## config.mk

```make
export PLATFORM = sky130hd
export DESIGN_NAME = flash_guard
export DESIGN_NICKNAME = d
export VERILOG_FILES = /design/src/rtl/flash_guard_pkg.sv /design/src/rtl/fg_window.sv /design/src/rtl/fg_ctrl_regs.sv /design/src/rtl/fg_policy.sv /design/src/rtl/flash_guard.sv
export SDC_FILE = /design/constraint.sdc
export NUM_CORES = 1
export LEC_CHECK = 0
export BUFFER_PORTS_ARGS = -buffer_cell sky130_fd_sc_hd__buf_4
export CAP_MARGIN = 20
export CORE_AREA = 10 10 56 58
export CTS_CLUSTER_SIZE = 24
export DETAILED_ROUTE_END_ITERATION = 8
export DIE_AREA = 0 0 66 68
export PLACE_DENSITY = 0.83
export SYNTH_ARGS = -nofsm -noshare
export SYNTH_HDL_FRONTEND = slang
export SYNTH_SLANG_ARGS = --single-unit
export TNS_END_PERCENT = 5
```

## constraint.sdc

```tcl
create_clock -name clk -period 2.63 [get_ports clk]
set_input_delay 0 -clock clk [delete_from_list [all_inputs] [get_ports clk]]
set_output_delay 0 -clock clk [all_outputs]
set_load 0.05 [all_outputs]
```

## src/rtl/flash_guard_pkg.sv

```systemverilog
// Shared types for the flash security controller.
// Assumes a two-bit flash op code used by both requesters.
package flash_guard_pkg;
    typedef enum logic [1:0] {
        FOP_READ   = 2'd0,
        FOP_WRITE  = 2'd1,
        FOP_PERASE = 2'd2,
        FOP_BULK   = 2'd3
    } fop_e;
endpackage

```

## src/rtl/fg_window.sv

```systemverilog
// Boot window tracker: counts valid processor cycles after reset and
// reports whether the count is still below CYCLES. Assumes CYCLES >= 1.
module fg_window #(
    parameter int CYCLES = 32
) (
    input  logic clk,
    input  logic rst_n,
    input  logic cyc_en,
    output logic win
);
    localparam int CNT_W = $clog2(CYCLES + 1);
    localparam logic [CNT_W-1:0] LIMIT = CNT_W'(CYCLES);

    logic [CNT_W-1:0] cnt;

    // Saturating count of strobed cycles since reset.
    always_ff @(posedge clk or negedge rst_n) begin
        if (!rst_n)
            cnt <= '0;
        else if (cyc_en && cnt != LIMIT)
            cnt <= cnt + 1'b1;
    end

    // Window stays open until the limit is reached.
    always_comb win = (cnt != LIMIT);
endmodule

```

## src/rtl/fg_ctrl_regs.sv

```systemverilog
// Control registers: a set-only lock bit accepted only inside the boot
// window, and a freely writable debug clock disable bit.
// Assumes single-cycle write strobes on a byte-wide port.
module fg_ctrl_regs #(
    parameter int          AW          = 8,
    parameter int          DW          = 8,
    parameter logic [7:0]  SEC_ADDR    = 8'hB2,
    parameter int          LOCK_BIT    = 6,
    parameter logic [7:0]  DBGCTL_ADDR = 8'hC4,
    parameter int          DIS_BIT     = 0
) (
    input  logic          clk,
    input  logic          rst_n,
    input  logic          win,
    input  logic          wr_en,
    input  logic [AW-1:0] wr_addr,
    input  logic [DW-1:0] wr_data,
    output logic          lock,
    output logic          clk_dis
);
    logic sec_hit, ctl_hit;
    logic data_unused;

    // Address decode for the two registers.
    always_comb begin
        sec_hit     = wr_en && (wr_addr == AW'(SEC_ADDR));
        ctl_hit     = wr_en && (wr_addr == AW'(DBGCTL_ADDR));
        data_unused = ^wr_data;
    end

    // Lock only sets, only in the window; reset is the sole clear.
    always_ff @(posedge clk or negedge rst_n) begin
        if (!rst_n)
            lock <= 1'b0;
        else if (sec_hit && win && wr_data[LOCK_BIT])
            lock <= 1'b1;
    end

    // Debug clock disable follows the written bit.
    always_ff @(posedge clk or negedge rst_n) begin
        if (!rst_n)
            clk_dis <= 1'b0;
        else if (ctl_hit)
            clk_dis <= wr_data[DIS_BIT];
    end
endmodule

```

## src/rtl/fg_policy.sv

```systemverilog
// Access policy for one requester. IS_DBG selects the debug port rules
// (window and clock-disable shut-out, bulk erase only when locked).
// Purely combinational; assumes page 0 holds the boot code.
module fg_policy
    import flash_guard_pkg::*;
#(
    parameter int PAGE_W = 8,
    parameter bit IS_DBG = 1'b0
) (
    input  logic              lock,
    input  logic              win,
    input  logic              clk_dis,
    input  logic [1:0]        op,
    input  logic [PAGE_W-1:0] page,
    output logic              ok
);
    fop_e fop;
    logic blk;

    // Collect every reason this request must be blocked.
    always_comb begin
        fop = fop_e'(op);
        blk = 1'b0;
        if (IS_DBG && (win || clk_dis))
            blk = 1'b1;
        if (lock) begin
            if (IS_DBG && fop != FOP_BULK)
                blk = 1'b1;
            if (page == '0 && (fop == FOP_WRITE || fop == FOP_PERASE))
                blk = 1'b1;
        end
        ok = !blk;
    end
endmodule

```

## src/rtl/flash_guard.sv

```systemverilog
// Top of the flash security controller: window tracker, control
// registers, one policy per requester and a processor-first merge onto
// a single flash command port. Assumes one flash command per cycle.
module flash_guard
    import flash_guard_pkg::*;
#(
    parameter int PAGE_W  = 8,
    parameter int CYCLES  = 32
) (
    input  logic              clk,
    input  logic              rst_n,
    input  logic              cyc_en,
    input  logic              reg_wr_en,
    input  logic [7:0]        reg_wr_addr,
    input  logic [7:0]        reg_wr_data,
    input  logic              cpu_req,
    input  logic [1:0]        cpu_op,
    input  logic [PAGE_W-1:0] cpu_page,
    input  logic              dbg_req,
    input  logic [1:0]        dbg_op,
    input  logic [PAGE_W-1:0] dbg_page,
    output logic              cpu_grant,
    output logic              cpu_reject,
    output logic              dbg_grant,
    output logic              dbg_reject,
    output logic              fl_req,
    output logic [1:0]        fl_op,
    output logic [PAGE_W-1:0] fl_page,
    output logic              fl_src,
    output logic              pram_clr,
    output logic [7:0]        sts_sec,
    output logic              dbg_clk_en
);
    logic win, lock, clk_dis;
    logic [1:0] req_ok;
    logic [1:0]        src_op   [2];
    logic [PAGE_W-1:0] src_page [2];

    fg_window #(.CYCLES(CYCLES)) u_window (
        .clk(clk), .rst_n(rst_n), .cyc_en(cyc_en), .win(win)
    );

    fg_ctrl_regs u_regs (
        .clk(clk), .rst_n(rst_n), .win(win),
        .wr_en(reg_wr_en), .wr_addr(reg_wr_addr), .wr_data(reg_wr_data),
        .lock(lock), .clk_dis(clk_dis)
    );

    // Index 0 is the processor, index 1 the debug port.
    always_comb begin
        src_op[0]   = cpu_op;
        src_op[1]   = dbg_op;
        src_page[0] = cpu_page;
        src_page[1] = dbg_page;
    end

    for (genvar s = 0; s < 2; s++) begin : g_pol
        fg_policy #(.PAGE_W(PAGE_W), .IS_DBG(s == 1)) u_pol (
            .lock(lock), .win(win), .clk_dis(clk_dis),
            .op(src_op[s]), .page(src_page[s]), .ok(req_ok[s])
        );
    end

    // Grant, reject and processor-first merge onto the flash port.
    always_comb begin
        cpu_grant  = cpu_req && req_ok[0];
        cpu_reject = cpu_req && !req_ok[0];
        dbg_grant  = dbg_req && req_ok[1] && !cpu_grant;
        dbg_reject = dbg_req && !dbg_grant;
        fl_req     = cpu_grant || dbg_grant;
        fl_src     = dbg_grant;
        fl_op      = dbg_grant ? dbg_op : (cpu_grant ? cpu_op : 2'd0);
        fl_page    = dbg_grant ? dbg_page : (cpu_grant ? cpu_page : '0);
        pram_clr   = fl_req && (fop_e'(fl_op) == FOP_BULK);
    end

    // Status and debug clock outputs.
    always_comb begin
        sts_sec    = {win, lock, 6'b0};
        dbg_clk_en = !clk_dis;
    end
endmodule

```

==> run_results.csv <==
group,metric,value,unit
run_status,status,"finished, final reports clean",
sta,whs,67.9,ps
synth,yosys_most_used_dff,"dfrtp_1",
min_path,hold-path-cell-count,3,
worst_setup_path,r2r-end,"u_window.cnt[1]",
worst_setup_path,crit_arrival,2170,ps
min_path,hp-class,"in2reg",
finish,syn_to_final_growth,53.7,%
cts,cts_resized,0,
pwr,ir_worst_vdd,383,uV
synth,synth_top_area_cell,"dfrtp_1",
finish,seq_area,200,um2
synth,ys_async_sr_fraction,100,%
worst_setup_path,ff2ff_setup_slack,1190,ps
sta,tns,0,ps
finish,fillers,198,
finish,insertedDiodeCount,0,
sta,worstMarginPinSlew,688,ps
die,die-area,4490,um2
placement,place_ws,716,ps
synth,syn_area,803,um2
min_path,worstHoldEndpoint,"u_window.cnt[2]",
synth,synthTopCellsByArea,"dfrtp_1 (25%), nand2_1 (13%), buf_4 (9.3%)",
sta,drv_slew,0,
worst_setup_path,required,2630,ps
worst_setup_path,r2r_start,"u_window.cnt[2]",
pwr,powerDensity,489,nW/um2
cts,clk_latency,240,ps
placement,io_buffers,55,
cts,clk_pin_slew,50,ps
pwr,pwr-share-seq,37.8,%
die,start_util,38.1,%
cts,clock_path_buffers,2,
global_route,grt_pass1_vias,902,
sta,min_period,2170,ps
synth,yosysSeqAreaShare,24.9,%
pwr,clkPwrFrac,14.6,%
synth,yosys_warnings,0,
finish,fin_cells,186,
worst_setup_path,worstPathMaxFanout,11,
pwr,p_sw,256,uW
pwr,power.leakage,0.599,nW
die,rows,17,
sta,fin_crit_sh,82.3,%
cts,cts_inserted_buffers,3,
global_route,grt_pass1_wl,3.93,mm
die,dieWidth,66,um
synth,synth_seq_cells,8,
worst_setup_path,worstSetupPathType,"reg2out",
worst_setup_path,critPathLaunchType,"register",
placement,placed_cells_incl_taps,181,
worst_setup_path,endpoint_kind,"primary output",
sta,setup_violations,0,
cts,ctsHtreeMaxLevel,1,
routing,initialDrtViolationCount,78,
global_route,grt_max_degree,12,
routing,firstDrtPassIters,4,
global_route,grt_util_all_layers,10.9,%
synth,synth_edf_count,0,
global_route,grt_antenna_before_repair,0,
global_route,overflow,0,
worst_setup_path,r2r_cells,4,
die,die_height,68,um
finish,drive_above_1_share,42.4,%
pwr,p_comb_share,47.6,%
routing,num_vias,887,
routing,drtAntennaViolNets,0,
placement,dpl.hpwl,2.37,mm
synth,netlist_instances,104,
sta,report.final.hold_viol_count,0,
sta,max_freq,462,MHz
sta,rsz0062_at_grt,"no",
synth,synth_top_cell_area_share,24.9,%
synth,ys_types,30,
finish,nets,205,
routing,routed_wl,2.65,mm
pwr,switching_share,42.3,%
cts,cts-root-buf,"clkbuf_4",
placement,gp_congestion,0.840,
sta,fin_skew,1.05,ps
cts,cts.sinks,8,
run,drv_cap,0,
synth,syn_avg_cell_area,7.72,um2
finish,multi_input_area,514,um2
routing,drc,0,
sta,maxSlewHeadroom,53.5,%
min_path,min_from,"cyc_en",
cts,cts_tree,"built",
routing,wl_per_cell,14.2,um
routing,viasPerCell,4.77,
die,pin_count,68,
die,core_area,2110,um2
placement,place_area,1190,um2
finish,fin_area,1230,um2
sta,fin_ws,465,ps
pwr,p_int,348,uW
worst max path at each step:
stage	slack (ps)	cells after the start	to	startpoint
floorplan	300	7	fl_op[0]	u_window.cnt[0]
global placement	740	5	pram_clr	u_regs.lock
detailed placement	720	5	pram_clr	u_regs.lock
CTS	440	5	pram_clr	u_regs.lock
global route	310	5	pram_clr	u_regs.lock
finish	460	5	pram_clr	u_regs.lock
through the flow:
step / total power [mW] / util [%]
after floorplan: 0.416 / -
after global placement: 0.501 / 56.6
after detailed placement: 0.519 / 56.6
after CTS: 0.612 / 58.6
after global routing: 0.652 / 58.6
final: 0.604 / 58.6
repair_timing:
action                    4_1_cts  5_1_grt
hold endpoints to repair        9        0
hold buffers                    2        0
buffers inserted                0        0
layout make-up:
| class | instances | area share, % |
|---|---|---|
| clock buffers | 3 | 1.82 |
| well taps | 28 | 2.84 |
| multi-input cells | 83 | 41.6 |
| repair buffers | 58 | 35.7 |
| inverters | 6 | 1.82 |
| flip-flops and latches | 8 | 16.2 |
state kept, by name, indices dropped and copies added, names as in the netlist:
signal          cells
u_regs.clk_dis      1
u_window.cnt        6
u_regs.lock         1
layout by cell type (no fill, tap or decap), types with 2 or more instances in the layout:
cell type / netlist / layout
mux2_2: 2 / 2
nor2_1: 4 / 4
xor2_1: 2 / 2
buf_4: 10 / 56
nand4_1: 2 / 2
inv_1: 6 / 6
nand2_1: 28 / 28
o21ai_0: 9 / 9
conb_1: 1 / 6
xnor2_1: 3 / 3
ha_1: 3 / 3
dfrtp_1: 8 / 8
o31ai_1: 2 / 2
nand3_1: 4 / 4
nor3_1: 3 / 3
clkbuf_4: 0 / 3
dlygate4sd3_1: 0 / 2
nand2b_1: 2 / 2
power by group through the flow:
stage	clock [mW]	combinational (mW)	sequential (mW)
global route	0.0972	0.318	0.237
detailed placement	0	0.288	0.231
floorplan	0	0.200	0.216
finish	0.0882	0.287	0.229
CTS	0.0917	0.291	0.230
global placement	0	0.276	0.225
logic make-up (layout without fill, tap and decap cells):
kind of cell / Yosys count / count (layout) / share of synthesized area [%]
simple gates: 51 / 51 / 32.2
buf+inv: 18 / 67 / 13.4
compound gates: 16 / 16 / 16.0
flops: 8 / 8 / 24.9
xor+xnor: 5 / 5 / 5.45
fa+ha+maj: 3 / 3 / 4.67
mux: 2 / 2 / 2.80
other cells: 1 / 6 / 0.467
metal layers:
layer | wire length, um | track usage [%] | vias up
met3 | 303 | 3.92 | 2
met4 | 9 | 3.14 | 0
met1 | 1040 | 10.8 | 394
li1 | - | - | 450
met5 | 0 | 0 | -
met2 | 1290 | 20.8 | 41
cell usage after synthesis (all sizes together), types with 3 or more instances:
cell and number:
nand2 28, buf 12, o21ai 9, dfrtp 8, inv 6, nand3 4
nor2 4, nor3 4, ha 3, xnor2 3
critical path, cell delays in order (launching register included):
cell and delay [ps]:
dfrtp_1 410, nor4b_2 300, a41oi_1 380, buf_4 300, o41ai_2 270, buf_4 250
Note: power is estimated with default switching activity, not from simulation.
